`config.mk`:
```
export PLATFORM = sky130hd
export DESIGN_NAME = wear_stats_unit
export DESIGN_NICKNAME = d
export VERILOG_FILES = /design/src/rtl/wear_pkg.sv /design/src/rtl/wear_cnt_ram.sv /design/src/rtl/wear_seq_div.sv /design/src/rtl/wear_hist_bins.sv /design/src/rtl/wear_stats_unit.sv
export SDC_FILE = /design/constraint.sdc
export NUM_CORES = 1
export LEC_CHECK = 0
export BUFFER_PORTS_ARGS = -buffer_cell sky130_fd_sc_hd__clkbuf_2
export CORE_MARGIN = 2
export CORE_UTILIZATION = 25
export CTS_CLUSTER_DIAMETER = 200
export DETAILED_ROUTE_END_ITERATION = 10
export GPL_ROUTABILITY_DRIVEN = 0
export HOLD_SLACK_MARGIN = 0.03
export PLACE_DENSITY = 0.37
export SYNTH_ARGS = -nofsm -noshare
export SYNTH_HDL_FRONTEND = slang
export SYNTH_SLANG_ARGS = --single-unit
```
`constraint.sdc`:
```
create_clock -name clk -period 6 [get_ports clk]
set_input_delay 0.3 -clock clk [delete_from_list [all_inputs] [get_ports clk]]
set_output_delay 0.3 -clock clk [all_outputs]
set_load 0.02 [all_outputs]
```
`src/rtl/wear_pkg.sv`:
```
package wear_pkg;
  localparam int NUM_BINS  = 10;
  localparam int DIV_BINS  = NUM_BINS - 1;
  localparam int BIN_IDX_W = 4;

  typedef enum logic [2:0] {
    ST_CLEAR,
    ST_IDLE,
    ST_PASS1,
    ST_AVG,
    ST_BOUND,
    ST_PASS2,
    ST_FIN
  } wear_state_e;
endpackage

```
`src/rtl/wear_cnt_ram.sv`:
```
module wear_cnt_ram #(
  parameter int DEPTH = 32,
  parameter int AW    = 5,
  parameter int DW    = 8
) (
  input  logic          clk,
  input  logic          we,
  input  logic [AW-1:0] waddr,
  input  logic [DW-1:0] wdata,
  input  logic [AW-1:0] raddr,
  output logic [DW-1:0] rdata
);
  logic [DW-1:0] mem [DEPTH];

  always_ff @(posedge clk) begin
    if (we) mem[waddr] <= wdata;
    rdata <= mem[raddr];
  end
endmodule

```
`src/rtl/wear_seq_div.sv`:
```
module wear_seq_div #(
  parameter int W = 12
) (
  input  logic         clk,
  input  logic         rst,
  input  logic         start,
  input  logic [W-1:0] dividend,
  input  logic [W-1:0] divisor,
  output logic         done,
  output logic [W-1:0] quotient
);
  localparam int CW = $clog2(W + 1);

  logic [W:0]    rem_q;
  logic [W-1:0]  quo_q;
  logic [W-1:0]  dvs_q;
  logic [CW-1:0] cnt_q;
  logic          run_q;
  logic [W:0]    shifted;
  logic [W:0]    trial;

  assign shifted  = {rem_q[W-1:0], quo_q[W-1]};
  assign trial    = shifted - {1'b0, dvs_q};
  assign quotient = quo_q;

  always_ff @(posedge clk) begin
    if (rst) begin
      rem_q <= '0;
      quo_q <= '0;
      dvs_q <= '0;
      cnt_q <= '0;
      run_q <= 1'b0;
      done  <= 1'b0;
    end else begin
      done <= 1'b0;
      if (start) begin
        rem_q <= '0;
        quo_q <= dividend;
        dvs_q <= divisor;
        cnt_q <= CW'(W);
        run_q <= 1'b1;
      end else if (run_q) begin
        if (!trial[W]) begin
          rem_q <= trial;
          quo_q <= {quo_q[W-2:0], 1'b1};
        end else begin
          rem_q <= shifted;
          quo_q <= {quo_q[W-2:0], 1'b0};
        end
        cnt_q <= cnt_q - 1'b1;
        if (cnt_q == CW'(1)) begin
          run_q <= 1'b0;
          done  <= 1'b1;
        end
      end
    end
  end
endmodule

```
`src/rtl/wear_hist_bins.sv`:
```
module wear_hist_bins #(
  parameter int CNT_W = 8,
  parameter int HC_W  = 6,
  parameter int NB    = 10
) (
  input  logic               clk,
  input  logic               rst,
  input  logic               clr,
  input  logic               inc,
  input  logic [CNT_W-1:0]   value,
  input  logic [NB*CNT_W-1:0] bounds,
  output logic [NB*HC_W-1:0] counts,
  output logic [NB-1:0]      empty
);
  logic [NB-1:0] hit;
  logic [NB:0]   taken;

  assign taken[0] = 1'b0;

  for (genvar i = 0; i < NB; i++) begin : g_bin
    logic [CNT_W-1:0] bnd;
    logic [CNT_W:0]   lower;
    logic [HC_W-1:0]  cnt_q;

    assign bnd = bounds[i*CNT_W +: CNT_W];
    assign hit[i] = (value <= bnd);
    assign taken[i+1] = taken[i] | hit[i];

    if (i == 0) begin : g_first
      assign lower = '0;
    end else begin : g_rest
      assign lower = {1'b0, bounds[(i-1)*CNT_W +: CNT_W]} + 1'b1;
    end
    assign empty[i] = (lower > {1'b0, bnd});

    always_ff @(posedge clk) begin
      if (rst || clr) cnt_q <= '0;
      else if (inc && hit[i] && !taken[i]) cnt_q <= cnt_q + 1'b1;
    end
    assign counts[i*HC_W +: HC_W] = cnt_q;
  end
endmodule

```
`src/rtl/wear_stats_unit.sv`:
```
module wear_stats_unit import wear_pkg::*; #(
  parameter int NUM_BLOCKS = 32,
  parameter int CNT_W      = 8,
  parameter int TOT_W      = 16
) (
  input  logic                                     clk,
  input  logic                                     rst,
  input  logic                                     erase_valid,
  input  logic [$clog2(NUM_BLOCKS)-1:0]            erase_block,
  input  logic                                     start,
  output logic                                     busy,
  output logic                                     done,
  output logic [TOT_W-1:0]                         run_total,
  output logic                                     blk_ovf,
  output logic                                     tot_ovf,
  output logic [CNT_W+$clog2(NUM_BLOCKS)-1:0]      out_sum,
  output logic [CNT_W-1:0]                         out_min,
  output logic [CNT_W-1:0]                         out_max,
  output logic [CNT_W-1:0]                         out_avg,
  output logic [NUM_BINS*CNT_W-1:0]                out_bounds,
  output logic [NUM_BINS*($clog2(NUM_BLOCKS)+1)-1:0] out_hist,
  output logic [NUM_BINS-1:0]                      out_empty
);
  localparam int BLK_W = $clog2(NUM_BLOCKS);
  localparam int SUM_W = CNT_W + BLK_W;
  localparam int DIV_W = (BLK_W > 4) ? SUM_W : CNT_W + 4;
  localparam int HC_W  = BLK_W + 1;

  wear_state_e state_q;

  // event pipeline
  logic             accept;
  logic             s2_vld;
  logic [BLK_W-1:0] s2_addr;
  logic             fwd_vld;
  logic [BLK_W-1:0] fwd_addr;
  logic [CNT_W-1:0] fwd_data;
  logic [CNT_W-1:0] cur_cnt;
  logic [CNT_W-1:0] nxt_cnt;

  // memory ports
  logic             mem_we;
  logic [BLK_W-1:0] mem_waddr;
  logic [CNT_W-1:0] mem_wdata;
  logic [BLK_W-1:0] mem_raddr;
  logic [CNT_W-1:0] rd_data;

  // scan and statistics
  logic [BLK_W-1:0] clr_idx_q;
  logic [BLK_W:0]   scan_idx_q;
  logic             scan_issue;
  logic             dv_q;
  logic             scan_end;
  logic [CNT_W-1:0] min_q;
  logic [CNT_W-1:0] max_q;
  logic [SUM_W-1:0] sum_q;
  logic [CNT_W-1:0] avg_q;
  logic [BIN_IDX_W-1:0] bin_idx_q;
  logic [CNT_W-1:0] bound_q [NUM_BINS];
  logic [NUM_BINS*CNT_W-1:0] bounds_flat;

  // divider and histogram
  logic             div_start_q;
  logic             div_done;
  logic [DIV_W-1:0] div_num;
  logic [DIV_W-1:0] div_den;
  logic [DIV_W-1:0] div_quo;
  logic             hist_clr_q;
  logic [NUM_BINS*HC_W-1:0] hist_counts;
  logic [NUM_BINS-1:0]      hist_empty;

  assign busy   = (state_q != ST_IDLE);
  assign accept = (state_q == ST_IDLE) && erase_valid && !start;

  assign cur_cnt = (fwd_vld && (fwd_addr == s2_addr)) ? fwd_data : rd_data;
  assign nxt_cnt = cur_cnt + 1'b1;

  always_comb begin
    if (state_q == ST_CLEAR) begin
      mem_we    = 1'b1;
      mem_waddr = clr_idx_q;
      mem_wdata = '0;
    end else begin
      mem_we    = s2_vld;
      mem_waddr = s2_addr;
      mem_wdata = nxt_cnt;
    end
  end

  assign scan_issue = ((state_q == ST_PASS1) || (state_q == ST_PASS2)) &&
                      (scan_idx_q < (BLK_W+1)'(NUM_BLOCKS));
  assign scan_end   = !scan_issue && !dv_q &&
                      (scan_idx_q == (BLK_W+1)'(NUM_BLOCKS));
  assign mem_raddr  = scan_issue ? scan_idx_q[BLK_W-1:0] : erase_block;

  wear_cnt_ram #(.DEPTH(NUM_BLOCKS), .AW(BLK_W), .DW(CNT_W)) i_ram (
    .clk   (clk),
    .we    (mem_we),
    .waddr (mem_waddr),
    .wdata (mem_wdata),
    .raddr (mem_raddr),
    .rdata (rd_data)
  );

  // event read-modify-write with one-deep forwarding
  always_ff @(posedge clk) begin
    if (rst) begin
      s2_vld    <= 1'b0;
      s2_addr   <= '0;
      fwd_vld   <= 1'b0;
      fwd_addr  <= '0;
      fwd_data  <= '0;
      run_total <= '0;
      blk_ovf   <= 1'b0;
      tot_ovf   <= 1'b0;
    end else begin
      s2_vld   <= accept;
      s2_addr  <= erase_block;
      fwd_vld  <= s2_vld;
      fwd_addr <= s2_addr;
      fwd_data <= nxt_cnt;
      if (s2_vld && (&cur_cnt)) blk_ovf <= 1'b1;
      if (accept) begin
        run_total <= run_total + 1'b1;
        if (&run_total) tot_ovf <= 1'b1;
      end
    end
  end

  assign div_num = (state_q == ST_AVG) ? DIV_W'(sum_q)
                 : DIV_W'(max_q) * (DIV_W'(bin_idx_q) + DIV_W'(1)) + DIV_W'(5);
  assign div_den = (state_q == ST_AVG) ? DIV_W'(NUM_BLOCKS) : DIV_W'(10);

  wear_seq_div #(.W(DIV_W)) i_div (
    .clk      (clk),
    .rst      (rst),
    .start    (div_start_q),
    .dividend (div_num),
    .divisor  (div_den),
    .done     (div_done),
    .quotient (div_quo)
  );

  for (genvar i = 0; i < NUM_BINS; i++) begin : g_flat
    assign bounds_flat[i*CNT_W +: CNT_W] = bound_q[i];
  end

  wear_hist_bins #(.CNT_W(CNT_W), .HC_W(HC_W), .NB(NUM_BINS)) i_hist (
    .clk    (clk),
    .rst    (rst),
    .clr    (hist_clr_q),
    .inc    (dv_q && (state_q == ST_PASS2)),
    .value  (rd_data),
    .bounds (bounds_flat),
    .counts (hist_counts),
    .empty  (hist_empty)
  );

  always_ff @(posedge clk) begin
    if (rst) begin
      state_q     <= ST_CLEAR;
      clr_idx_q   <= '0;
      scan_idx_q  <= '0;
      dv_q        <= 1'b0;
      min_q       <= '1;
      max_q       <= '0;
      sum_q       <= '0;
      avg_q       <= '0;
      bin_idx_q   <= '0;
      div_start_q <= 1'b0;
      hist_clr_q  <= 1'b0;
      done        <= 1'b0;
      out_sum     <= '0;
      out_min     <= '0;
      out_max     <= '0;
      out_avg     <= '0;
      out_bounds  <= '0;
      out_hist    <= '0;
      out_empty   <= '0;
      for (int i = 0; i < NUM_BINS; i++) bound_q[i] <= '0;
    end else begin
      div_start_q <= 1'b0;
      hist_clr_q  <= 1'b0;
      done        <= 1'b0;
      dv_q        <= scan_issue;
      if (scan_issue) scan_idx_q <= scan_idx_q + 1'b1;
      case (state_q)
        ST_CLEAR: begin
          clr_idx_q <= clr_idx_q + 1'b1;
          if (clr_idx_q == BLK_W'(NUM_BLOCKS - 1)) state_q <= ST_IDLE;
        end
        ST_IDLE: begin
          if (start) begin
            min_q      <= '1;
            max_q      <= '0;
            sum_q      <= '0;
            scan_idx_q <= '0;
            hist_clr_q <= 1'b1;
            state_q    <= ST_PASS1;
          end
        end
        ST_PASS1: begin
          if (dv_q) begin
            if (rd_data < min_q) min_q <= rd_data;
            if (rd_data > max_q) max_q <= rd_data;
            sum_q <= sum_q + SUM_W'(rd_data);
          end
          if (scan_end) begin
            div_start_q <= 1'b1;
            state_q     <= ST_AVG;
          end
        end
        ST_AVG: begin
          if (div_done) begin
            avg_q       <= div_quo[CNT_W-1:0];
            bin_idx_q   <= '0;
            div_start_q <= 1'b1;
            state_q     <= ST_BOUND;
          end
        end
        ST_BOUND: begin
          if (div_done) begin
            bound_q[bin_idx_q] <= div_quo[CNT_W-1:0];
            if (bin_idx_q == BIN_IDX_W'(DIV_BINS - 1)) begin
              bound_q[NUM_BINS-1] <= max_q;
              scan_idx_q          <= '0;
              state_q             <= ST_PASS2;
            end else begin
              bin_idx_q   <= bin_idx_q + 1'b1;
              div_start_q <= 1'b1;
            end
          end
        end
        ST_PASS2: begin
          if (scan_end) state_q <= ST_FIN;
        end
        ST_FIN: begin
          out_sum    <= sum_q;
          out_min    <= min_q;
          out_max    <= max_q;
          out_avg    <= avg_q;
          out_bounds <= bounds_flat;
          out_hist   <= hist_counts;
          out_empty  <= hist_empty;
          done       <= 1'b1;
          state_q    <= ST_IDLE;
        end
        default: state_q <= ST_IDLE;
      endcase
    end
  end
endmodule

```
# After elaboration in Yosys (flattened, before gate mapping)
# Memory sizes are Yosys's and may differ from the RTL's. A register that Yosys moved wholly into a read port is not among the register bits.
# Index checks and enable logic that the tools add are counted.
totals:
  out_inout_bits: 207
  romBits: 0
  register_bits: 389
  ram_bits: 336
  memories: 2
  latchBits: 0
memory_table:
  columns: ["name", "words", "word_bits", "read_ports", "rd_clocked_by_memory_dff", "write_ports", "line", "rtl"]
  rows:
  - ["i_ram.mem", 32, 8, 1, 1, 1, "wear_cnt_ram.sv:13", "logic [DW-1:0] mem [DEPTH];"]
  - ["bound_q", 10, 8, 10, 0, 10, "wear_stats_unit.sv:59", "logic [CNT_W-1:0] bound_q [NUM_BINS];"]
classes:
  n_reduce_logical: 57
  addsub: 29
  n_eq_ne: 23
  shifts: 0
  muxes: 68
  multipliers: 1
  bitwise: 11
  n_div: 0
  n_lt_le_gt_ge: 23
ops:
  columns: ["op", "count"]
  rows:
  - ["$add A8 B1 Y9 const B", 9]
  - ["$gt A9 B8 Y1", 9]
  - ["$le A8 B8 Y1", 10]
  - ["$mux W8", 10]
  - ["$mux W13", 6]
  - ["$add A6 B1 Y6 const B", 11]
  - ["$pmux W8 S2", 2]
  - ["$mux W6", 5]
  - ["$logic_and A1 B1 Y1", 27]
  - ["$pmux W13 S2", 1]
  - ["$mux W1", 25]
  - ["$mux W4", 6]
  - ["$mux W3", 7]
  - ["$pmux W3 S6", 1]
  - ["$reduce_and A17 Y1", 1]
  - ["$add A16 B1 Y16 const B", 1]
  - ["$sub A14 B13 Y14", 1]
  - ["$add A13 B3 Y13 const B", 1]
  - ["$add A13 B8 Y13", 1]
  - ["$mul A8 B5 Y13", 1]
  - ["$logic_not A1 Y1", 12]
  - ["$ne A2 B2 Y1 const B", 6]
  - ["$pmux W6 S2", 1]
  - ["$reduce_and A4 Y1", 3]
  - ["34 further kinds", 55]

# Depth between registers and ports, before layout
# An unclocked memory read counts as a cell.
logic_depth:
  depth_word: 12
  ltp_mapped: 18

# Cells and area by module
# A second synthesis with hierarchy kept.
unflattened:
  cells_unflattened: 3414
  hier_area_um2: 35810.6
by_module_without_submodules:
  columns: ["module", "cells_each", "n_inst", "area_each_um2", "seq_area_each_um2"]
  rows:
  - ["wear_stats_unit", 1758, 1, 15756.4, 8087.8]
  - ["wear_cnt_ram", 417, 1, 10053.4, 7847.5]
  - ["wear_hist_bins", 923, 1, 7413.4, 1201.2]
  - ["wear_seq_div", 316, 1, 2587.5, 900.9]

# Least setup slack after synthesis
# No wires, ideal clock.
synth_path:
  path_type: "register -> register"
  start: "register bin_idx_q[2]"
  end: "register i_div.quo_q[12] (netlist: i_div.quotient[12])"
  path_stages_with_launch: 17
  n_path_buf: 1
  path_slack_ps: 1739
  t_arrival_ps: 4168
  required_ps: 5908
  cell_sequence: "dfxtp_1 clkbuf_1 nand3_1 xnor2_1 nand2_1 fa_1 fa_1 fa_1 inv_1 ha_1 a211oi_1 o21a_1 o21ai_0 a211oi_1 xnor2_1 nor2_1 o32ai_1"
synth_between:
  elab_chain_cells: 5
synth_rtl:
  columns: ["item", "line", "rtl"]
  rows:
  - ["start, declared", "wear_stats_unit.sv:58", "logic [BIN_IDX_W-1:0] bin_idx_q;"]
  - ["start signal, assigned", "wear_stats_unit.sv:229", "bin_idx_q <= bin_idx_q + 1'b1;"]
  - ["$add A4 B1 Y5", "wear_stats_unit.sv:131", ": DIV_W'(max_q) * (DIV_W'(bin_idx_q) + DIV_W'(1)) + DIV_W'(5);"]
  - ["$mul A8 B5 Y13", "wear_stats_unit.sv:131", null]
  - ["$add A13 B3 Y13", "wear_stats_unit.sv:131", null]
  - ["$mux W13", "wear_stats_unit.sv:130", "assign div_num = (state_q == ST_AVG) ? DIV_W'(sum_q)"]
  - ["$mux W13", "wear_seq_div.sv:36", "if (start) begin"]
  - ["end signal, assigned", "wear_seq_div.sv:38", "quo_q <= dividend;"]
  - ["end signal, assigned", "wear_seq_div.sv:45", "quo_q <= {quo_q[W-2:0], 1'b1};"]
  - ["end signal, assigned", "wear_seq_div.sv:48", "quo_q <= {quo_q[W-2:0], 1'b0};"]
  - ["end, declared", "wear_seq_div.sv:15", "logic [W-1:0] quo_q;"]
# No other way between the ends.
# A chain may end at the register's enable or synchronous reset.

# Worst setup path after layout
layout_path:
  start: "register bin_idx_q[0]"
  end: "register i_div.quo_q[12] (netlist: i_div.quotient[12])"
# Same word-level chain as after synthesis.

==> metrics.log <==
INFO  metric achievable-frequency = 0.1997 GHz
INFO  metric synthesis.area = 0.03672 mm^2
INFO  metric timing.final.max_slew_violations = 0
INFO  metric placement.io_buffers = 214
INFO  metric crit_path_start_kind = flop
INFO  metric grt_antenna_before_repair = 7
INFO  metric clockBufferDepth = 3
INFO  metric fp.coreArea = 0.1457 mm^2
INFO  metric crit_required = 6.60 ns
INFO  metric hold_path.class = input port to flop
INFO  metric critical_path_peak_fanout = 13
INFO  metric crit_slowest_cell = sky130_fd_sc_hd__dfxtp_1
INFO  metric synth.avg_cell_area = 9.697 um^2
INFO  metric worstSetupEndpointType = flop
INFO  metric drc = 0
INFO  metric routed_wirelength = 120000 um
INFO  metric final-setup-viol-count = 0
INFO  metric routed-via-count = 27.90k
INFO  metric syn_inst = 3787
INFO  metric vias_in_the_first_global_route = 27.81k
INFO  metric fin_worst_hold_slack = 0.1763 ns
INFO  metric cts_buffers = 91
INFO  metric synth-seq-cells = 721
INFO  metric totalPowerFinal = 11780 uW
INFO  metric gr_overflow_total = 0
INFO  metric asyncSetResetFlopFracSynth = 0%
INFO  metric tightest_slew_margin_relative_to_the_limit = 31.13%
INFO  metric chipWidth = 387.3 um
INFO  metric cts-htree-levels = 3
INFO  metric yosysSeqAreaShare = 48.47%
INFO  metric ant_nets = 0
INFO  metric count_of_unique_library_cells_instantiated_by_yosys = 71
INFO  metric cts_tree = built
INFO  metric die_h = 387.3 um
INFO  metric final_layout_net_count = 4208
INFO  metric arrival_time_reported_for_the_critical_path_endpoint = 5.61 ns
INFO  metric critPathTopFamily = adder cells
INFO  metric finalHoldViolCount = 0
INFO  metric via_per_inst = 4.699
INFO  metric fin_worst_skew = 0.02925 ns
INFO  metric root_buffer = sky130_fd_sc_hd__clkbuf_16
INFO  metric num_io_pins = 216
INFO  metric powerDensity = 273.6 mW/mm^2
INFO  metric total_buffers_and_inverters_traversed_by_the_critical_path = 1
INFO  metric starting_density_of_the_core = 25.20%
INFO  metric drt_first_iter_violations = 1449
INFO  metric design.die.area = 0.1500 mm^2
INFO  metric drive_above_1_share = 11.25%
INFO  metric finalCritPeriodShare = 83.46%
INFO  metric final_period_minus_worst_setup_slack = 5.008 ns
INFO  metric worst_skew_pair.late_latency = 0.71 ns
INFO  metric timing_worst_slew_pin_value = 1.007 ns
INFO  metric post_cts_buffers = 0
INFO  metric crit_chain = ha_1, xor2_1, nand2_1, fa_1, fa_1, fa_1, inv_1, ha_1, a211oi_1, o21a_1, o21ai_0, a211oi_1, xnor2_1, nor2_1, o32ai_1
INFO  metric area_growth = 17.21%
INFO  metric dp.final_hpwl = 81300 um
INFO  metric critPathMaxStageDelay = 0.60 ns
INFO  metric max-cap-violations = 0
INFO  metric edff_count_synth = 336
INFO  metric grtUsageTotal = 15.57%
INFO  metric synthesis.nets = 4052
INFO  metric drt_first_pass_iters = 7
INFO  metric path_clk_slew = 0.06 ns
INFO  metric wl_per_cell = 20.21 um
INFO  metric fin_setup_tns = 0 ns
INFO  metric clkSinkCount = 721
INFO  metric p_leak = 0.01646 uW
INFO  metric finalCoreUtilization = 29.53%
INFO  metric status = complete, no violations
INFO  metric num_rows = 140
INFO  metric rsz_0062_raised_after_global_routing = false
INFO  metric grt_first_pass_wirelength = 179800 um
INFO  metric max-vdd-ir-drop = 0.2042 mV
INFO  metric warning_count_from_the_yosys_run = 0
INFO  metric grt_max_degree = 148
INFO  metric most_frequent_cell_on_the_critical_path = sky130_fd_sc_hd__fa_1
INFO  metric synth-main-ff-cell = sky130_fd_sc_hd__dfxtp_1
INFO  metric crit_type = flop to flop
-- cells by family (layout without fill, tap and decap cells) --
family	Yosys count	count (layout)	synth area share, %
AND/OR/NAND/NOR	1422	1422	18.48
XOR/XNOR	135	135	3.220
buffers and inverters	372	602	3.969
adder cells (fa/ha/maj)	256	256	9.152
flip-flops	721	721	48.47
multiplexers	157	157	4.337
AO/OA/AOI/OAI	723	723	12.36
other	1	3	0.01021
-- power breakdown --
part / switching [uW] / internal, uW
clock network: 2330 / 3330
registers: 71.9 / 5170
logic: 574 / 303
-- worst register-to-register path, stage by stage, from the launching register on --
cell and delay (ns):
sky130_fd_sc_hd__dfxtp_1 0.60, sky130_fd_sc_hd__ha_1 0.28, sky130_fd_sc_hd__xor2_1 0.48, sky130_fd_sc_hd__nand2_1 0.14, sky130_fd_sc_hd__fa_1 0.48, sky130_fd_sc_hd__fa_1 0.52, sky130_fd_sc_hd__fa_1 0.55, sky130_fd_sc_hd__inv_1 0.04
sky130_fd_sc_hd__ha_1 0.35, sky130_fd_sc_hd__a211oi_1 0.37, sky130_fd_sc_hd__o21a_1 0.21, sky130_fd_sc_hd__o21ai_0 0.16, sky130_fd_sc_hd__a211oi_1 0.28, sky130_fd_sc_hd__xnor2_1 0.15, sky130_fd_sc_hd__nor2_1 0.06, sky130_fd_sc_hd__o32ai_1 0.25
-- sequential cells by signal, indices dropped and copies added (netlist names), 9 cells and up --
signal	count
bound_q	80
i_div.quotient	13
i_div.rem_q	13
i_hist.g_bin.cnt_q	60
i_ram.mem	256
out_bounds	80
out_empty	9
out_hist	60
out_sum	13
run_total	16
sum_q	13
-- synthesized netlist by cell type (9+ instances only) --
| library cell | instances | share of area (%) |
|---|---|---|
| sky130_fd_sc_hd__a31oi_1 | 15 | 0.26 |
| sky130_fd_sc_hd__nand3_1 | 81 | 1.1 |
| sky130_fd_sc_hd__xnor2_1 | 89 | 2.1 |
| sky130_fd_sc_hd__nor3b_1 | 9 | 0.18 |
| sky130_fd_sc_hd__a21oi_1 | 347 | 4.7 |
| sky130_fd_sc_hd__inv_1 | 158 | 1.6 |
| sky130_fd_sc_hd__nor2_1 | 214 | 2.2 |
| sky130_fd_sc_hd__and2_1 | 29 | 0.49 |
| sky130_fd_sc_hd__a221oi_1 | 33 | 0.79 |
| sky130_fd_sc_hd__and3_1 | 90 | 1.5 |
| sky130_fd_sc_hd__nor3_1 | 73 | 0.99 |
| sky130_fd_sc_hd__ha_1 | 235 | 8.0 |
| sky130_fd_sc_hd__mux2i_1 | 152 | 4.1 |
| sky130_fd_sc_hd__nor2b_1 | 50 | 0.85 |
| sky130_fd_sc_hd__a22oi_1 | 43 | 0.88 |
| sky130_fd_sc_hd__buf_2 | 13 | 0.18 |
| sky130_fd_sc_hd__a21o_1 | 27 | 0.55 |
| sky130_fd_sc_hd__a311oi_1 | 43 | 1.0 |
| sky130_fd_sc_hd__nand4_1 | 44 | 0.75 |
| sky130_fd_sc_hd__and4_1 | 10 | 0.24 |
| sky130_fd_sc_hd__a211o_1 | 22 | 0.52 |
| sky130_fd_sc_hd__edfxtp_1 | 336 | 27 |
| sky130_fd_sc_hd__clkbuf_1 | 183 | 1.9 |
| sky130_fd_sc_hd__o21a_1 | 23 | 0.47 |
| sky130_fd_sc_hd__nor4b_1 | 36 | 0.86 |
| sky130_fd_sc_hd__dfxtp_1 | 385 | 21 |
| sky130_fd_sc_hd__or3_1 | 30 | 0.51 |
| sky130_fd_sc_hd__a211oi_1 | 22 | 0.45 |
| sky130_fd_sc_hd__nand2b_1 | 77 | 1.3 |
| sky130_fd_sc_hd__o21ai_0 | 78 | 1.1 |
| sky130_fd_sc_hd__nand3b_1 | 10 | 0.20 |
| sky130_fd_sc_hd__nand2_1 | 629 | 6.4 |
| sky130_fd_sc_hd__nor4_1 | 18 | 0.31 |
| sky130_fd_sc_hd__fa_1 | 21 | 1.1 |
| sky130_fd_sc_hd__xor2_1 | 46 | 1.1 |
-- layer usage --
metal | up-vias | wire length (um) | GRT usage [%]
met5 | - | 27 | 0
met4 | 4 | 3195 | 4.524
met3 | 158 | 3894 | 2.400
met2 | 418 | 56170 | 25.80
met1 | 13460 | 56690 | 20.86
li1 | 13850 | - | -
-- cell type report --
class	count	area, um^2
clock buffers	129	2634
inverters	159	596.8
clock inverters	38	424.2
repair buffers	276	1632
fillers	15410	102700
well taps	1917	2399
diodes	2	5.005
flip-flops and latches	721	17800
multi-input cells	2694	17550
-- final timing paths --
check,start,end,slack [ns],depth (start not counted)
max,bin_idx_q[0]$_SDFFE_PP0P_,i_div.quotient[12]$_SDFFE_PP0P_,0.99,15
min,rst,out_bounds[2]$_SDFFE_PP0P_,0.18,2
max reg2reg,bin_idx_q[0]$_SDFFE_PP0P_,i_div.quotient[12]$_SDFFE_PP0P_,0.99,15
min reg2reg,out_bounds[23]$_SDFFE_PP0P_,out_bounds[23]$_SDFFE_PP0P_,0.45,2
-- cell usage in the layout, fill, tap and decap left out, types with 33 or more instances in the layout --
cell type / Yosys / layout
sky130_fd_sc_hd__a21oi_1: 347 / 347
sky130_fd_sc_hd__a221oi_1: 33 / 33
sky130_fd_sc_hd__a22oi_1: 43 / 43
sky130_fd_sc_hd__a311oi_1: 43 / 43
sky130_fd_sc_hd__and3_1: 90 / 90
sky130_fd_sc_hd__buf_4: 8 / 52
sky130_fd_sc_hd__clkbuf_16: 0 / 94
sky130_fd_sc_hd__clkbuf_2: 0 / 212
sky130_fd_sc_hd__dfxtp_1: 385 / 384
sky130_fd_sc_hd__edfxtp_1: 336 / 336
sky130_fd_sc_hd__ha_1: 235 / 235
sky130_fd_sc_hd__inv_1: 158 / 158
sky130_fd_sc_hd__mux2i_1: 152 / 152
sky130_fd_sc_hd__nand2_1: 629 / 629
sky130_fd_sc_hd__nand2b_1: 77 / 77
sky130_fd_sc_hd__nand3_1: 81 / 81
sky130_fd_sc_hd__nand4_1: 44 / 44
sky130_fd_sc_hd__nor2_1: 214 / 206
sky130_fd_sc_hd__nor2b_1: 50 / 49
sky130_fd_sc_hd__nor3_1: 73 / 71
sky130_fd_sc_hd__nor4b_1: 36 / 36
sky130_fd_sc_hd__o21ai_0: 78 / 78
sky130_fd_sc_hd__xnor2_1: 89 / 89
sky130_fd_sc_hd__xor2_1: 46 / 46
-- per-stage QoR --
step                      instance area [um^2]  instances  worst slack (ns)
after floorplan                          36720       3787             1.739
after global placement                   39940       5763             1.083
after detailed placement                 39940       5763            0.9968
after CTS                                43040       5934            0.9789
after global routing                     43040       5934            0.7413
final                                    43040       5936            0.9924
-- timing repair --
item,4_1_cts,5_1_grt
hold buffers,4,0
hold endpoints to repair,4,0
endpoints found under the setup margin,0,0
resized for setup,0,0
No activity file was read; power rests on OpenSTA's default activity.
